`src/rtl/xbr_pkg.sv`:
```
// Shared encodings for the far-branch unit.
// Assumes byte-wide opcodes and a three-byte displacement field.
package xbr_pkg;
    localparam logic [7:0] OPC_FAR_JUMP = 8'hE6;
    localparam logic [7:0] OPC_FAR_CALL = 8'hF1;
    localparam logic [7:0] OPC_INT_ON   = 8'hFB;
    localparam int DISP_BYTES = 3;

    typedef enum logic [2:0] {
        ST_OPC  = 3'd0,
        ST_LOW  = 3'd1,
        ST_MID  = 3'd2,
        ST_TOP  = 3'd3,
        ST_PUSH = 3'd4
    } xbr_state_e;
endpackage

```
`src/rtl/xbr_opc_decode.sv`:
```
// Classifies an opcode byte for the far-branch unit.
// Assumes the byte is the first byte of an instruction.
module xbr_opc_decode
    import xbr_pkg::*;
(
    input  logic [7:0] opc,
    output logic       is_jump,
    output logic       is_call,
    output logic       is_int_on
);
    // Opcode compare against the three owned encodings.
    always_comb begin
        is_jump   = (opc == OPC_FAR_JUMP);
        is_call   = (opc == OPC_FAR_CALL);
        is_int_on = (opc == OPC_INT_ON);
    end
endmodule

```
`src/rtl/xbr_wrap_add.sv`:
```
// Address adder that wraps at W bits, or at NW bits when narrow is set.
// Assumes 0 < NW <= W.
module xbr_wrap_add #(
    parameter int W  = 24,
    parameter int NW = 20
) (
    input  logic [W-1:0] base,
    input  logic [W-1:0] offs,
    input  logic         narrow,
    output logic [W-1:0] sum
);
    localparam logic [W-1:0] NARROW_MASK =
        (NW >= W) ? {W{1'b1}} : ((W'(1) << NW) - W'(1));

    logic [W-1:0] raw;

    // Full-width sum, then the mask selected by the address mode.
    always_comb begin
        raw = base + offs;
        sum = narrow ? (raw & NARROW_MASK) : raw;
    end
endmodule

```
`src/rtl/xbr_ie_shadow.sv`:
```
// Holds the interrupt-enable bit and the one-instruction shadow behind it.
// Assumes ei_commit and other_retire are single-cycle strobes.
module xbr_ie_shadow (
    input  logic clk,
    input  logic rst_n,
    input  logic ei_commit,
    input  logic other_retire,
    input  logic unit_idle,
    output logic int_enable,
    output logic int_allowed
);
    logic shadow_q;

    // Enable and shadow state: set by enable, shadow closed by next completion.
    always_ff @(posedge clk) begin
        if (!rst_n) begin
            int_enable <= 1'b0;
            shadow_q   <= 1'b0;
        end else if (ei_commit) begin
            int_enable <= 1'b1;
            shadow_q   <= 1'b1;
        end else if (other_retire) begin
            shadow_q   <= 1'b0;
        end
    end

    // Qualifier for the interrupt controller.
    always_comb int_allowed = int_enable && !shadow_q && unit_idle;

    assert_shadow_needs_enable_R9: assert property (@(posedge clk) disable iff (!rst_n)
        shadow_q |-> int_enable);
    assert_shadow_closes_R9: assert property (@(posedge clk) disable iff (!rst_n)
        (other_retire && !ei_commit) |=> !shadow_q);
    assert_enable_opens_shadow_R9: assert property (@(posedge clk) disable iff (!rst_n)
        ei_commit |=> (int_enable && !int_allowed));
endmodule

```
`src/rtl/xbr_unit.sv`:
```
// Far relative jump / call / interrupt-enable executor.
// Takes instruction bytes one per handshake, keeps PC and SP, issues the
// call's return-address store and qualifies interrupt acceptance.
// Assumes WORD_W > ADDR_W >= 8*DISP_BYTES and mode inputs steady per instruction.
module xbr_unit
    import xbr_pkg::*;
#(
    parameter int              ADDR_W   = 24,
    parameter int              NARROW_W = 20,
    parameter int              WORD_W   = 32,
    parameter logic [ADDR_W-1:0] RESET_PC = 24'h002080,
    parameter logic [ADDR_W-1:0] RESET_SP = 24'h000200
) (
    input  logic              clk,
    input  logic              rst_n,
    input  logic              ext_mode,
    input  logic              addr20,
    input  logic              fetch_valid,
    input  logic [7:0]        fetch_byte,
    output logic              fetch_ready,
    output logic              wr_valid,
    output logic [ADDR_W-1:0] wr_addr,
    output logic [WORD_W-1:0] wr_data,
    input  logic              wr_ready,
    output logic              busy,
    output logic              insn_done,
    output logic              illegal_op,
    output logic [ADDR_W-1:0] pc_q,
    output logic [ADDR_W-1:0] sp_q,
    output logic              int_enable,
    output logic              int_allowed
);
    localparam int DISP_W = 8 * DISP_BYTES;
    localparam logic [ADDR_W-1:0] STEP_ONE   = ADDR_W'(1);
    localparam logic [ADDR_W-1:0] STACK_DROP = ~ADDR_W'(3);

    xbr_state_e        state_q;
    logic [7:0]        disp_low_q, disp_mid_q;
    logic [DISP_W-1:0] disp_q;
    logic              call_q;
    logic              fire;
    logic              dec_jump, dec_call, dec_int_on, dec_far;
    logic signed [DISP_W-1:0] disp_now;
    logic [ADDR_W-1:0] disp_ext, tgt_base;
    logic [ADDR_W-1:0] pc_inc, pc_tgt, sp_dec;
    logic              ei_commit, other_retire;

    xbr_opc_decode u_dec (
        .opc       (fetch_byte),
        .is_jump   (dec_jump),
        .is_call   (dec_call),
        .is_int_on (dec_int_on)
    );

    // Byte acceptance and displacement selection for the target adder.
    always_comb begin
        fetch_ready = (state_q != ST_PUSH);
        fire        = fetch_valid && fetch_ready;
        dec_far     = dec_jump || dec_call;
        disp_now    = (state_q == ST_TOP) ? {fetch_byte, disp_mid_q, disp_low_q}
                                          : disp_q;
        disp_ext    = ADDR_W'(disp_now);
        tgt_base    = (state_q == ST_TOP) ? pc_inc : pc_q;
    end

    xbr_wrap_add #(.W(ADDR_W), .NW(NARROW_W)) u_pc_step (
        .base (pc_q), .offs (STEP_ONE), .narrow (addr20), .sum (pc_inc)
    );
    xbr_wrap_add #(.W(ADDR_W), .NW(NARROW_W)) u_target (
        .base (tgt_base), .offs (disp_ext), .narrow (addr20), .sum (pc_tgt)
    );
    xbr_wrap_add #(.W(ADDR_W), .NW(NARROW_W)) u_stack (
        .base (sp_q), .offs (STACK_DROP), .narrow (addr20), .sum (sp_dec)
    );

    // Completion strobes feeding the interrupt-enable shadow.
    always_comb begin
        ei_commit    = fire && (state_q == ST_OPC) && dec_int_on;
        other_retire = (fire && (state_q == ST_OPC) && !dec_far && !dec_int_on)
                    || (fire && (state_q == ST_TOP) && !call_q)
                    || ((state_q == ST_PUSH) && wr_ready);
    end

    xbr_ie_shadow u_ie (
        .clk          (clk),
        .rst_n        (rst_n),
        .ei_commit    (ei_commit),
        .other_retire (other_retire),
        .unit_idle    (!busy),
        .int_enable   (int_enable),
        .int_allowed  (int_allowed)
    );

    // Instruction sequencer: byte collection, PC/SP update, store wait.
    always_ff @(posedge clk) begin
        if (!rst_n) begin
            state_q    <= ST_OPC;
            pc_q       <= RESET_PC;
            sp_q       <= RESET_SP;
            disp_low_q <= '0;
            disp_mid_q <= '0;
            disp_q     <= '0;
            call_q     <= 1'b0;
            insn_done  <= 1'b0;
            illegal_op <= 1'b0;
        end else begin
            insn_done  <= 1'b0;
            illegal_op <= 1'b0;
            case (state_q)
                ST_OPC: if (fire) begin
                    if (dec_far && !ext_mode) begin
                        illegal_op <= 1'b1;
                    end else if (dec_far) begin
                        call_q  <= dec_call;
                        pc_q    <= pc_inc;
                        state_q <= ST_LOW;
                    end else begin
                        pc_q      <= pc_inc;
                        insn_done <= 1'b1;
                    end
                end
                ST_LOW: if (fire) begin
                    disp_low_q <= fetch_byte;
                    pc_q       <= pc_inc;
                    state_q    <= ST_MID;
                end
                ST_MID: if (fire) begin
                    disp_mid_q <= fetch_byte;
                    pc_q       <= pc_inc;
                    state_q    <= ST_TOP;
                end
                ST_TOP: if (fire) begin
                    if (call_q) begin
                        disp_q  <= {fetch_byte, disp_mid_q, disp_low_q};
                        pc_q    <= pc_inc;
                        sp_q    <= sp_dec;
                        state_q <= ST_PUSH;
                    end else begin
                        pc_q      <= pc_tgt;
                        insn_done <= 1'b1;
                        state_q   <= ST_OPC;
                    end
                end
                ST_PUSH: if (wr_ready) begin
                    pc_q      <= pc_tgt;
                    insn_done <= 1'b1;
                    state_q   <= ST_OPC;
                end
                default: state_q <= ST_OPC;
            endcase
        end
    end

    // Store port and status outputs.
    always_comb begin
        busy     = (state_q != ST_OPC);
        wr_valid = (state_q == ST_PUSH);
        wr_addr  = sp_q;
        wr_data  = WORD_W'(pc_q);
    end

    assert_store_held_R5: assert property (@(posedge clk) disable iff (!rst_n)
        (wr_valid && !wr_ready) |=> (wr_valid && $stable(wr_addr) && $stable(wr_data)));
    assert_store_top_zero_R4: assert property (@(posedge clk) disable iff (!rst_n)
        wr_valid |-> ((wr_data >> ADDR_W) == '0));
    assert_refused_frozen_R7: assert property (@(posedge clk) disable iff (!rst_n)
        illegal_op |-> (pc_q == $past(pc_q) && sp_q == $past(sp_q) && !insn_done && !wr_valid));
    assert_done_keeps_sp_R3: assert property (@(posedge clk) disable iff (!rst_n)
        (insn_done && !$past(wr_valid)) |-> (sp_q == $past(sp_q)));
    assert_stall_blocks_fetch_R2: assert property (@(posedge clk) disable iff (!rst_n)
        wr_valid |-> !fetch_ready);
    assert_narrow_pc_R6: assert property (@(posedge clk) disable iff (!rst_n)
        (addr20 && $past(addr20) && $changed(pc_q)) |-> ((pc_q >> NARROW_W) == '0));
endmodule

```
`config.mk`:
```
export PLATFORM = sky130hd
export DESIGN_NAME = xbr_unit
export DESIGN_NICKNAME = d
export VERILOG_FILES = /design/src/rtl/xbr_pkg.sv /design/src/rtl/xbr_opc_decode.sv /design/src/rtl/xbr_wrap_add.sv /design/src/rtl/xbr_ie_shadow.sv /design/src/rtl/xbr_unit.sv
export SDC_FILE = /design/constraint.sdc
export NUM_CORES = 1
export LEC_CHECK = 0
export BUFFER_PORTS_ARGS = -buffer_cell sky130_fd_sc_hd__buf_2
export CORE_UTILIZATION = 60
export DETAILED_ROUTE_END_ITERATION = 8
export GPL_ROUTABILITY_DRIVEN = 0
export GPL_TIMING_DRIVEN = 0
export PLACE_DENSITY = 0.88
export SLEW_MARGIN = 15
export SYNTH_ARGS = -nofsm -noshare
export SYNTH_HDL_FRONTEND = slang
export SYNTH_SLANG_ARGS = --single-unit
```
`constraint.sdc`:
```
create_clock -name clk -period 7.8 [get_ports clk]
set_clock_uncertainty 0.15 [all_clocks]
set_input_delay 1.56 -clock clk [delete_from_list [all_inputs] [get_ports clk]]
set_output_delay 1.56 -clock clk [all_outputs]
set_load 0.05 [all_outputs]
```
# Yosys cells after proc, flatten, opt, wreduce, memory -nomap -nowiden
# Index checks and enable logic that the tools add are counted.
[op_classes]
reduce_logical = 32
n_mux = 31
addsub = 3
n_eq_ne = 16
n_bitwise = 1
[ops]
columns = ["cell", "count"]
rows = [
  ["two-way mux 24 bit", 11],
  ["case mux 24 bit (4 select lines)", 1],
  ["adder 24 x 1 -> 24 bit (second input constant)", 1],
  ["adder 24 bit", 1],
  ["adder 24 bit (second input constant)", 1],
  ["equality test 8 bit (second input constant)", 3],
  ["two-way mux 3 bit", 8],
  ["case mux 3 bit (5 select lines)", 1],
  ["!= test 2 bit (second input constant)", 6],
  ["logical AND 1 bit", 11],
  ["two-way mux 1 bit", 9],
  ["AND reduction 7 bit", 1],
  ["equality test 3 x 2 -> 1 bit (second input constant)", 2],
  ["logical NOT 1 bit", 6],
  ["AND reduction 3 bit", 2],
  ["AND reduction 6 bit", 1],
  ["!= test 2 x 1 -> 1 bit (second input constant)", 2],
  ["AND reduction 2 bit", 2],
  ["AND reduction 4 bit", 1],
  ["nonzero test 4 bit", 1],
  ["equality test 3 x 1 -> 1 bit (second input constant)", 1],
  ["equality test 3 bit (second input constant)", 1],
  ["logical NOT 3 bit", 1],
  ["logical OR 1 bit", 3],
  ["6 further kinds", 6],
]
[word_totals]
output_inout_bits = 111
in_bits = 14
elab_cells = 94
register_bits = 96

# Longest topological paths before layout
[depth]
word_depth = 9
ltp_mapped = 17
ltp_nobuf = 16

# By module
# From an unflattened synthesis, not the netlist that was laid out.
[unflattened]
cells_unflattened = 1264
area_unflattened_um2 = 9188.8
[modules_own_cells]
columns = ["mod", "n_inst", "seq_area_each_um2", "cells_per_inst", "area_per_inst_um2"]
rows = [
  ["xbr_unit", 1, 1881.8, 736, 5303.8],
  ["xbr_wrap_add (u_pc_step)", 1, 0.0, 175, 1268.7],
  ["xbr_wrap_add (u_target)", 1, 0.0, 175, 1249.9],
  ["xbr_wrap_add (u_stack)", 1, 0.0, 164, 1202.4],
  ["xbr_opc_decode", 1, 0.0, 8, 85.1],
  ["xbr_ie_shadow", 1, 40.0, 6, 78.8],
]

# Least setup slack after synthesis
# OpenSTA, ideal clock, no wires.
[synth_timing]
path_kind = "register to register"
start = "register pc_q[0]"
end = "register pc_q[22]"
required_time_ns = 7.549
stages_incl_launch_ff = 18
setup_ns = 0.101
arrival_time_ns = 4.001
n_path_buf = 1
setup_slack_ns = 3.548
period_less_slack_ns = 4.252
cell_sequence = "dfxtp_1 > ha_1 > and3_1 > nand4_1 > nor3_1 > and4_1 > nand3_1 > a21o_1 > a32o_1 > ha_1 > clkbuf_1 > a21o_1 > a21oi_1 > nand2_1 > a211o_1 > nand2_1 > xor2_1 > o41ai_1"
[synth_between]
elab_chain_cells = 8
word_cells_on_any_way = 12
classes_between = "add/sub: 2; mux: 10"
[synth_rtl]
columns = ["element", "line_no", "text"]
rows = [
  ["start, declared", "xbr_unit.sv:28", "output logic [ADDR_W-1:0] pc_q,"],
  ["start signal, assigned", "xbr_unit.sv:115", "pc_q <= pc_inc;"],
  ["start signal, assigned", "xbr_unit.sv:118", "pc_q <= pc_inc;"],
  ["start signal, assigned", "xbr_unit.sv:124", "pc_q <= pc_inc;"],
  ["adder 24 x 1 -> 24 bit", "xbr_wrap_add.sv:19", "raw = base + offs;"],
  ["two-way mux 24 bit", "xbr_wrap_add.sv:20", "sum = narrow ? (raw & NARROW_MASK) : raw;"],
  ["two-way mux 24 bit", "xbr_unit.sv:63", "tgt_base = (state_q == ST_TOP) ? pc_inc : pc_q;"],
  ["adder 24 bit", "xbr_wrap_add.sv:19", ""],
  ["two-way mux 24 bit", "xbr_wrap_add.sv:20", ""],
  ["two-way mux 24 bit", "xbr_unit.sv:133", "if (call_q) begin"],
  ["two-way mux 24 bit", "xbr_unit.sv:132", "ST_TOP: if (fire) begin"],
  ["case mux 24 bit (4 select lines) *", "xbr_unit.sv:109", "case (state_q)"],
]
# Every way passes the cells marked *; elsewhere a longest branch is shown, timed or not. The select of a mux whose other input is x is not followed.
# A chain may end at the register's enable or synchronous reset.

# Worst setup path after layout
[layout_timing]
start = "register state_q[1]"
end = "register pc_q[18]"
[layout_between]
elab_chain_cells = 7
word_cells_on_any_way = 23
classes_between = "add/sub: 1; eq/ne: 10; mux: 7; reduce/logical: 5"
[layout_rtl]
columns = ["element", "line_no", "text"]
rows = [
  ["start, declared", "xbr_unit.sv:37", "xbr_state_e state_q;"],
  ["start signal, assigned", "xbr_unit.sv:97", "state_q <= ST_OPC;"],
  ["start signal, assigned", "xbr_unit.sv:116", "state_q <= ST_LOW;"],
  ["start signal, assigned", "xbr_unit.sv:125", "state_q <= ST_MID;"],
  ["equality test 3 x 2 -> 1 bit", "xbr_unit.sv:60, xbr_unit.sv:63, xbr_unit.sv:109", ""],
  ["two-way mux 24 bit (on tied branches)", "xbr_unit.sv:63, xbr_unit.sv:60", ""],
  ["adder 24 bit", "xbr_wrap_add.sv:19", ""],
  ["two-way mux 24 bit", "xbr_wrap_add.sv:20", ""],
  ["two-way mux 24 bit", "xbr_unit.sv:133", ""],
  ["two-way mux 24 bit", "xbr_unit.sv:132", ""],
  ["case mux 24 bit (4 select lines)", "xbr_unit.sv:109", ""],
  ["end signal, assigned", "xbr_unit.sv:115", ""],
  ["end signal, assigned", "xbr_unit.sv:135", "pc_q <= pc_inc;"],
  ["end signal, assigned", "xbr_unit.sv:139", "pc_q <= pc_tgt;"],
]
# Several ways; a longest one is shown, not always the timed one. The select of a mux whose other input is x is not followed.

==> metrics.txt <==
register area=0.001882 sq mm; Achievable Freq=0.1808 GHz; Area Growth Syn to Fin=15.69%; CTS H-tree lvls=3; Vias=6,932; dpl hpwl=14.07 mm; share of the synthesized area in the top cell type=27.75%; Cell Int Power=0.0007616 W; Synth Flop Type=dfxtp_1; first drt pass iteration count=6; Worst slew margin=32.97%; Num CTS Buffers=9; port bufs=109; Net Sw Power=0.0002556 W; share of synthesized registers carrying an async set or reset=0%; Reg-to-Reg Start=state_q[1]$_SDFFE_PN0P_; 1st-iter DRT viols=730; hold_buf cts=0; Setup Crit Path Kind=reg -> reg; worst slew pin tran=996.2 ps; Initial Utilization=62.00%; DRC=0; clock tree buffer depth=2; YS warnings=0; Synth cell types=69; Power Dens Cells=129.7 mW/mm^2; first-pass GRT wire length=31.33 mm; Peak VDD IR=0.1438 mV; Final Max Slew Viols=0; setup repair bufs after CTS=0; crit-path cells=buf_2, nand3b_1, clkbuf_1, buf_1, clkbuf_1, xnor2_1, ha_1, fa_1, a211oi_1, o21ai_0, a2111oi_0, nor3_1, a211o_1, a31o_2, xnor2_1, a21oi_1; Hold Crit Start=disp_q[10]$_SDFFE_PN0P_; core area=0.01094 sq mm; Worst EP arrival=5600 ps; IO Pins=125; remaining antenna violation count=0; post-CTS sizing=0; grt total ovfl=0; Critical Path Source=state_q[1]$_SDFFE_PN0P_; Mapped Cells=912; CTS tree=yes; most common cell after layout, fill and taps aside=nand2_1; met1 Use GR=44.23%; post-synthesis register bit count=94; commonest cells after routing, fill and taps aside=nand2_1 (182), buf_2 (112), dfxtp_1 (94), buf_4 (58), nor2_1 (57); most used routing layer=met2; setup TNS=0 ps; WP data required=7870 ps; Comb pwr share=7.4%; Area contributors post-synth=dfxtp_1 (28%), nand2_1 (10%), buf_4 (6.4%); met3 Track Usage GR=7.294%; Layout Utilization=71.73%; Hold Path Class=reg -> reg; clock sinks=94; CP max stage cell=a2111oi_0; Die W=108.3 microns; vias per cell=5.835; max_cap viols=0; overall power=0.001017 W; antenna violations before repair=0; Flop pwr share=47.6%; fraction of the yosys area taken by sequential cells=27.75%; row count=38; Crit. End Element=flip-flop; Synth area leader=dfxtp_1; fin nets=1,084; Syn Area/Cell=7.434 sq um; multi-input gate area in the final layout=0.004264 sq mm; number of synthesized flops with an enable pin=0; GR Util met2=54.37%; period utilization=70.92%; P_leak=3.556 nW; synthesized area=0.006780 sq mm; status=complete, no violations; DIE HEIGHT=108.3 microns; CP peak stage delay=710 ps; drt total wl=19.72 mm; clock root buffer=clkbuf_16; crit path time final=5532 ps; filler instances=888; RSZ-0062 raised after global routing=false; Clock Power Share=45.1%; CTS clk-pin slew, worst paths=70 ps; Final setup violation count=0; largest net degree at the start of global routing=16; layout cells sized above 1=18.61%; Final Hold Viols=0; Startpoint Class=flip-flop; drt wl/cell=16.60 microns; die area=0.01173 sq mm; Switching Share=25.13%; ANT cells=0; crit-path max FO=10; global-route usage over all layers=34.87%; vias in the first global route=6,164; clock latency on the worst-skew pair=360 ps
[Yosys cell counts, drive strengths merged (10+ instances only)]
library cell and count:
nand2 182, dfxtp 94, buf 65, nor2 57, o21ai 47, a21oi 44
clkbuf 41, a21boi 30, xnor2 30, ha 26, nor2b 26, nand3 25
xor2 24, nor3 22, mux2i 18, and2 17, inv 15, nand4 13
a21o 12, nor4 11, or3 10
[power by group through the flow]
stage	Combinational [W]	Sequential (W)	Clock [W]
final	0.0000749	0.000484	0.000459
after global routing	0.0000782	0.000484	0.000482
after CTS	0.0000728	0.000484	0.000458
after detailed placement	0.0000719	0.000495	0
after global placement	0.0000714	0.000495	0
after floorplan	0.0000469	0.000498	0
[path summary, 6_finish.rpt]
check                                                to  slack [ps]  depth (start not counted)
worst max-delay path              pc_q[18]$_SDFFE_PN0P_        2270                         16
worst min-delay path            disp_q[10]$_SDFFE_PN0P_         310                          2
worst max register to register    pc_q[18]$_SDFFE_PN0P_        2270                         16
worst min register to register  disp_q[10]$_SDFFE_PN0P_         310                          2
[flip-flops by register name, indices dropped and copies added (netlist names)]
signal           cells
insn_done            1
disp_low_q           8
pc_q                24
state_q              3
call_q               1
sp_q                22
illegal_op           1
u_ie.shadow_q        1
u_ie.int_enable      1
disp_mid_q           8
disp_q              24
[final cells by class]
cell class	instances	area share, %
clock buffer	12	3.142
tap	140	2.233
timing repair buffer	109	6.955
inverter	15	0.7178
multi-input combinational	708	54.36
sequential	94	23.99
buffer	106	7.896
clock inverter	4	0.7019
[worst max-delay path, delay by kind of cell (launching register included)]
family | cells | cell delay [ps]
AOI/OAI and AO/OA | 6 | 1960
xor gates and xnor gates | 2 | 300
adders and majority gates | 2 | 670
buffers and inverters | 4 | 1610
DFF | 1 | 300
and+or+nand+nor | 2 | 380
[metrics by stage]
step / cells / hold slack (ps) / setup WS [ps] / cell area, sq um
2_1_floorplan: 923 / 293.7 / 3549 / 6822
3_3_place_gp: 1172 / 299.9 / 2543 / 7542
3_5_place_dp: 1172 / 306.9 / 2541 / 7542
4_1_cts: 1188 / 316.0 / 2470 / 7844
5_1_grt: 1188 / 336.5 / 1927 / 7844
6_report: 1188 / 312.9 / 2268 / 7844
[layer usage]
layer  wire (microns)  vias to the layer above  share of wire (%)
li1                 -                     3356                  -
met5                0                        -                  0
met1             7989                     3106                 41
met3             1916                       90                9.7
met2             8697                      380                 44
met4             1113                        0                5.6
[logic make-up after synthesis]
group / Yosys count / synth area share, %
buf+inv: 121 / 9.965
flops: 94 / 27.75
fa+ha+maj: 27 / 5.093
mux: 19 / 2.823
compound gates: 193 / 18.53
simple gates: 403 / 28.81
other cells: 1 / 0.05531
xor+xnor: 54 / 6.975
Note: power is estimated with default switching activity, not from simulation.
